==> config.mk <==
export PLATFORM = sky130hd
export DESIGN_NAME = idpg_wr_ctrl
export DESIGN_NICKNAME = d
export VERILOG_FILES = /design/src/rtl/idpg_pkg.sv /design/src/rtl/idpg_spi_rx.sv /design/src/rtl/idpg_frame.sv /design/src/rtl/idpg_array.sv /design/src/rtl/idpg_wr_ctrl.sv
export SDC_FILE = /design/constraint.sdc
export NUM_CORES = 2
export LEC_CHECK = 0
export ABC_AREA = 0
export BUFFER_PORTS_ARGS = -buffer_cell sky130_fd_sc_hd__buf_2
export CAP_MARGIN = 15
export CORE_MARGIN = 10
export CORE_UTILIZATION = 43
export CTS_BUF_LIST = sky130_fd_sc_hd__clkbuf_8 sky130_fd_sc_hd__clkbuf_16
export CTS_CLUSTER_DIAMETER = 150
export DETAILED_ROUTE_END_ITERATION = 8
export PLACE_DENSITY = 0.6
export SLEW_MARGIN = 15
export SYNTH_ARGS = -nofsm -noshare
export SYNTH_HDL_FRONTEND = slang
export SYNTH_HIERARCHICAL = 1
export SYNTH_SLANG_ARGS = --single-unit
==> constraint.sdc <==
create_clock -name clk -period 4.47 [get_ports clk]
set_input_delay 0.894 -clock clk [delete_from_list [all_inputs] [get_ports clk]]
set_output_delay 0.894 -clock clk [all_outputs]
set_load 0.005 [all_outputs]
==> src/rtl/idpg_pkg.sv <==
package idpg_pkg;

    typedef enum logic [2:0] {
        PH_OP,
        PH_AHI,
        PH_AMID,
        PH_ALO,
        PH_DATA,
        PH_SKIP
    } phase_e;

    typedef struct packed {
        logic       vld;
        logic [7:0] data;
    } rx_byte_t;

    localparam int unsigned SEL_BIT = 2;   // address bit 10 inside the middle address byte
    localparam logic [7:0]  ERASED  = 8'hFF;

    function automatic logic prot_full(input logic [1:0] bp);
        return bp[1] & bp[0];
    endfunction

endpackage

==> src/rtl/idpg_spi_rx.sv <==
module idpg_spi_rx
    import idpg_pkg::*;
(
    input  logic     clk,
    input  logic     rst,
    input  logic     cs_n,
    input  logic     sck,
    input  logic     mosi,
    output logic     cs_high,
    output logic     cs_rise,
    output logic     cs_fall,
    output logic     on_boundary,
    output rx_byte_t rx
);

    logic [1:0] cs_s, sck_s, mo_s;
    logic       cs_d, sck_d;
    logic [2:0] bit_cnt;
    logic [6:0] sh;
    logic       sck_rise;

    assign cs_high     = cs_s[1];
    assign cs_rise     = cs_s[1] & ~cs_d;
    assign cs_fall     = ~cs_s[1] & cs_d;
    assign sck_rise    = sck_s[1] & ~sck_d;
    assign on_boundary = (bit_cnt == 3'd0);

    always_ff @(posedge clk) begin
        if (rst) begin
            cs_s    <= 2'b11;
            sck_s   <= 2'b00;
            mo_s    <= 2'b00;
            cs_d    <= 1'b1;
            sck_d   <= 1'b0;
            bit_cnt <= '0;
            sh      <= '0;
            rx      <= '0;
        end else begin
            cs_s   <= {cs_s[0], cs_n};
            sck_s  <= {sck_s[0], sck};
            mo_s   <= {mo_s[0], mosi};
            cs_d   <= cs_s[1];
            sck_d  <= sck_s[1];
            rx.vld <= 1'b0;
            if (cs_s[1]) begin
                bit_cnt <= '0;
                sh      <= '0;
            end else if (sck_rise) begin
                sh      <= {sh[5:0], mo_s[1]};
                bit_cnt <= bit_cnt + 3'd1;
                if (bit_cnt == 3'd7) begin
                    rx.vld  <= 1'b1;
                    rx.data <= {sh, mo_s[1]};
                end
            end
        end
    end

    // a deselected slave restarts its bit count
    a_r7_count_cleared: assert property (@(posedge clk) disable iff (rst)
        cs_high |=> on_boundary);

endmodule

==> src/rtl/idpg_frame.sv <==
module idpg_frame
    import idpg_pkg::*;
#(
    parameter int unsigned     PAGE_BYTES = 64,
    parameter logic [7:0]      OPCODE     = 8'h83,
    localparam int unsigned    AW         = $clog2(PAGE_BYTES)
) (
    input  logic                    clk,
    input  logic                    rst,
    input  rx_byte_t                rx,
    input  logic                    cs_rise,
    input  logic                    cs_fall,
    input  logic                    on_boundary,
    input  logic                    busy,
    input  logic                    wel,
    input  logic [1:0]              prot_bits,
    input  logic                    page_locked,
    output logic                    start,
    output logic [PAGE_BYTES*8-1:0] buf_flat,
    output logic [PAGE_BYTES-1:0]   buf_mask
);

    phase_e        ph;
    logic          addr_ok;
    logic          got_data;
    logic [AW-1:0] ptr;

    assign start = cs_rise && (ph == PH_DATA) && got_data && on_boundary && addr_ok
                   && wel && !busy && !prot_full(prot_bits) && !page_locked;

    always_ff @(posedge clk) begin
        if (rst) begin
            ph       <= PH_OP;
            addr_ok  <= 1'b0;
            got_data <= 1'b0;
            ptr      <= '0;
            buf_flat <= '0;
            buf_mask <= '0;
        end else if (cs_fall) begin
            ph       <= busy ? PH_SKIP : PH_OP;
            addr_ok  <= 1'b0;
            got_data <= 1'b0;
            if (!busy) buf_mask <= '0;
        end else if (cs_rise) begin
            ph <= PH_OP;
        end else if (rx.vld) begin
            case (ph)
                PH_OP:   ph <= (rx.data == OPCODE) ? PH_AHI : PH_SKIP;
                PH_AHI:  ph <= PH_AMID;
                PH_AMID: begin
                    addr_ok <= ~rx.data[SEL_BIT];
                    ph      <= PH_ALO;
                end
                PH_ALO: begin
                    ptr <= rx.data[AW-1:0];
                    ph  <= PH_DATA;
                end
                PH_DATA: begin
                    buf_flat[ptr*8 +: 8] <= rx.data;
                    buf_mask[ptr]        <= 1'b1;
                    ptr                  <= ptr + AW'(1);
                    got_data             <= 1'b1;
                end
                default: ph <= ph;
            endcase
        end
    end

    // the buffer pointer never leaves the page, so each data byte marks exactly one slot
    a_r4_one_slot_per_byte: assert property (@(posedge clk) disable iff (rst)
        (rx.vld && ph == PH_DATA && !cs_fall && !cs_rise) |=> buf_mask[$past(ptr)]);

endmodule

==> src/rtl/idpg_array.sv <==
module idpg_array
    import idpg_pkg::*;
#(
    parameter int unsigned  PAGE_BYTES = 64,
    parameter int unsigned  TWR_CYCLES = 5000,
    localparam int unsigned AW         = $clog2(PAGE_BYTES),
    localparam int unsigned CW         = $clog2(TWR_CYCLES + 1)
) (
    input  logic                    clk,
    input  logic                    rst,
    input  logic                    start,
    input  logic [PAGE_BYTES*8-1:0] buf_flat,
    input  logic [PAGE_BYTES-1:0]   buf_mask,
    input  logic [AW-1:0]           dbg_addr,
    output logic                    wip,
    output logic                    done,
    output logic [7:0]              dbg_data
);

    logic [CW-1:0] cnt;
    logic [7:0]    mem [PAGE_BYTES];

    assign done     = wip && (cnt == '0);
    assign dbg_data = mem[dbg_addr];

    always_ff @(posedge clk) begin
        if (rst) begin
            wip <= 1'b0;
            cnt <= '0;
        end else if (start) begin
            wip <= 1'b1;
            cnt <= CW'(TWR_CYCLES - 1);
        end else if (done) begin
            wip <= 1'b0;
        end else if (wip) begin
            cnt <= cnt - CW'(1);
        end
    end

    for (genvar g = 0; g < PAGE_BYTES; g++) begin : g_cell
        always_ff @(posedge clk) begin
            if (rst)                      mem[g] <= ERASED;
            else if (done && buf_mask[g]) mem[g] <= buf_flat[g*8 +: 8];
        end
    end

    // a running cycle holds the flag until its count is spent
    a_r9_wip_holds: assert property (@(posedge clk) disable iff (rst)
        (wip && cnt != '0) |=> wip);

endmodule

==> src/rtl/idpg_wr_ctrl.sv <==
module idpg_wr_ctrl
    import idpg_pkg::*;
#(
    parameter int unsigned  PAGE_BYTES = 64,
    parameter logic [7:0]   OPCODE     = 8'h83,
    parameter int unsigned  TWR_CYCLES = 5000,
    localparam int unsigned AW         = $clog2(PAGE_BYTES)
) (
    input  logic          clk,
    input  logic          rst,
    input  logic          cs_n,
    input  logic          sck,
    input  logic          mosi,
    input  logic          wren_req,
    input  logic [1:0]    prot_bits,
    input  logic          page_locked,
    output logic [1:0]    status,
    input  logic [AW-1:0] dbg_addr,
    output logic [7:0]    dbg_data
);

    rx_byte_t                rx;
    logic                    cs_high, cs_rise, cs_fall, on_boundary;
    logic                    start, wip, done, wel;
    logic [PAGE_BYTES*8-1:0] buf_flat;
    logic [PAGE_BYTES-1:0]   buf_mask;

    idpg_spi_rx u_rx (
        .clk(clk), .rst(rst), .cs_n(cs_n), .sck(sck), .mosi(mosi),
        .cs_high(cs_high), .cs_rise(cs_rise), .cs_fall(cs_fall),
        .on_boundary(on_boundary), .rx(rx)
    );

    idpg_frame #(.PAGE_BYTES(PAGE_BYTES), .OPCODE(OPCODE)) u_frame (
        .clk(clk), .rst(rst), .rx(rx), .cs_rise(cs_rise), .cs_fall(cs_fall),
        .on_boundary(on_boundary), .busy(wip), .wel(wel), .prot_bits(prot_bits),
        .page_locked(page_locked), .start(start), .buf_flat(buf_flat), .buf_mask(buf_mask)
    );

    idpg_array #(.PAGE_BYTES(PAGE_BYTES), .TWR_CYCLES(TWR_CYCLES)) u_array (
        .clk(clk), .rst(rst), .start(start), .buf_flat(buf_flat), .buf_mask(buf_mask),
        .dbg_addr(dbg_addr), .wip(wip), .done(done), .dbg_data(dbg_data)
    );

    always_ff @(posedge clk) begin
        if (rst)                   wel <= 1'b0;
        else if (done)             wel <= 1'b0;
        else if (wren_req && !wip) wel <= 1'b1;
    end

    assign status = {wel, wip};

    // a start is never issued into a running cycle, and it raises the flag
    a_r9_no_restart: assert property (@(posedge clk) disable iff (rst)
        start |-> !wip);
    a_r9_start_sets_wip: assert property (@(posedge clk) disable iff (rst)
        start |=> wip);
    // no write cycle without the enable latch
    a_r8_start_needs_wel: assert property (@(posedge clk) disable iff (rst)
        start |-> wel);
    // the latch is clear when a cycle ends
    a_r10_wel_clear_at_end: assert property (@(posedge clk) disable iff (rst)
        $fell(wip) |-> !wel);
    // only the request pulse sets the latch
    a_r2_wel_set_by_req: assert property (@(posedge clk) disable iff (rst)
        $rose(wel) |-> $past(wren_req));

endmodule

==> metrics <==
status=finished clean; DR pass1 iterations=5; final hold vios=0; DR DRC count=0; vias in the first global route=31028; CP max stage cell=mux4_2; cell repeated most along the worst path=mux4_2; Iteration-0 DRC Markers=about 5100; CP Buf/Inv Count=3; htree depth=3; Post-synth EDFFs=512; path depth of the worst reg2reg path=8; Initial Util=0.434; Worst Max-Slew Pin Slew=1160 ps; later-pin clock latency in the skew report=740 ps; grt ovf=0; setup violators final=0; crit path launch=dbg_addr[0]; Rel. slew slack=0.226; largest net degree at the start of global routing=roughly 140; initial antenna violation count=12; WS Path Type=in -> out; CTS Buf Count=119; dominant cell type by area after synthesis=edfxtp_1; worst hold path class=in -> reg; Via density=5.85; Lkg Pwr=roughly 17 nW; area grow syn2layout=12.8%; max cap viols=0; Hold Path Depth=2; final worst clock skew=38.8 ps; Hold Path Sink=u_rx/cs_s[0]; die area=between 100000 and 150000 µm²; post_cts resized=0; CTS Hold Buffers Added=0; # rows=between 100 and 150; dpl hpwl=~120000 µm; CTS Buffer Depth=3; Ys Warns=6; Nets=4222; vias=33982; global-route wire length before repair=about 230000 µm; worst-path cell chain=buf_6 -> buf_12 -> mux4_2 -> mux4_2 -> nor2_1 -> nor3_1 -> a22o_1 -> buf_2; total power=21.6 mW; Worst Path Required=~3600 ps; gpl congestion=0.973; PD cells=roughly 400 nW/µm²; Synth area leaders=edfxtp_1, dfxtp_1, nand2b_1; Clock Root Buffer=clkbuf_16; fraction of layout cells with a size suffix above 1=0.135; post-synth net total=~4200; Setup TNS=0 ps; Routed Antenna Nets=0; #FFs+latches synth=1141; Mapped Area=48900 µm²; crit start category=primary input; Worst path depth=8; Mapped Cells=4188; crit path time final=4030 ps; Finished Layout Cells=5807; Avg Synthesized Cell Area=11.7 µm²; # IOs=25; die height=357 µm; Worst VDD drop=0.000314 V; Detailed Route WL=164000 µm; core area=113000 µm²; Primary FF master, synth=dfxtp_1; CTS clk-pin slew, worst paths=60 ps; slowest stage delay, CP=520 ps; post-CTS setup buffers=0; FF-to-FF End=u_frame/buf_flat[67]; reg2reg setup slack=740 ps; HP Start=cs_n; asr flop ratio synth=0; top cell type's share of synthesized area=0.314; Worst R2R Start=u_frame/ptr[0]; Yosys cell types=86; Max Fanout on Critical Path=21; PortBufs=24; cell family with most CP delay=multiplexers; Fmax=approximately 250 MHz; Die W=357 µm; WP data arrival=between 3000 and 4000 ps; DR WL/cell=28.3 µm; final worst-path cycle share=0.901; RSZ-0062 raised after global routing=false; Worst Setup End Kind=primary output; Placed Instances=~5600; # clock sinks=1141; CTS tree=done; Slew Viols, Final=0; sequential area share after synthesis=0.572; GRT Overall Usage=0.252
state kept, by name, summed over array words and instances (netlist names), 3 cells and up:
name and flops:
u_array/cnt 13, u_array/mem 512, u_frame/buf_flat 512, u_frame/buf_mask 64
u_frame/ph 3, u_frame/ptr 6, u_rx/bit_cnt 3, u_rx/rx 9
u_rx/sh 7
worst reg2reg max path, cell delays in order, from the launching register on:
cell     delay (ps)
dfxtp_1         310
inv_1           160
ha_1            610
nor3b_4         500
xnor2_1         280
buf_4           320
nand2_1         440
nor2_2          760
mux2i_1         280
how the worst max path moves through the flow:
stage | endpoint
floorplan | dbg_data[0]
global route | dbg_data[0]
finish | dbg_data[1]
detailed placement | dbg_data[0]
CTS | dbg_data[0]
global placement | dbg_data[0]
cell type report:
cell class	instances	area, µm²
clock buffer	139	3300
timing repair buffer	154	1330
inverter	18	67.6
sequential	1141	28000
antenna	1	2.50
clock inverter	89	772
tap	1500	1880
fill	10014	57500
multi-input combinational	2765	19800
cell usage in the layout (no fill, tap or decap), drive strengths merged, types with 88 or more instances in the layout:
master and instances:
a21oi 162, nand2 278, nor2 234, edfxtp 512, nand3 145, mux4 135, buf 154, nand2b 742
nand3b 117, o21ai 126, clkbuf 139, and2 88, dfxtp 629, mux2i 279
stage by stage:
step / utilization / setup WS, ps / hold WS [ps] / area (µm²)
2_1_floorplan: - / 1040 / 389 / 48900
3_3_place_gp: 0.453 / 452 / 392 / 51100
3_5_place_dp: 0.453 / 425 / 399 / 51100
4_1_cts: 0.489 / 426 / 315 / 55100
5_1_grt: 0.490 / 354 / 342 / 55200
6_report: 0.490 / 443 / 359 / 55200
cells by family (layout without fill, tap and decap cells):
logic type,count (synthesis),in the layout,synth area share
and+or+nand+nor,1785,1785,0.208
DFF,1141,1141,0.572
AOI/OAI and AO/OA,534,534,0.0695
muxes,425,425,0.122
buffers and inverters,282,400,0.0247
xor gates and xnor gates,13,13,0.00248
adders and majority gates,8,8,0.00205
other,0,1,0
where the power goes:
part	switching (mW)	total, mW	internal (mW)
clock network	4.31	10.2	5.90
registers	0.00184	10.9	10.9
logic	0.321	0.480	0.159
layer usage:
layer  up-vias  global-route usage  share of wire
met2      1682               0.363           0.43
li1      15001                   -              -
met1     17055               0.380           0.44
met4         0              0.0738          0.031
met5         -                   0              0
met3       244              0.0463           0.10
cell usage after synthesis (59+ instances only):
master	count
o31ai_1	59
clkbuf_1	186
nor2_1	228
nand3_1	141
dfxtp_1	629
a21o_1	66
o21ai_0	117
and2_1	88
edfxtp_1	512
mux4_2	135
a21oi_1	162
nand2_1	278
nand2b_1	741
mux2i_1	279
nand3b_1	117
No activity file was read; power rests on OpenSTA's default activity.
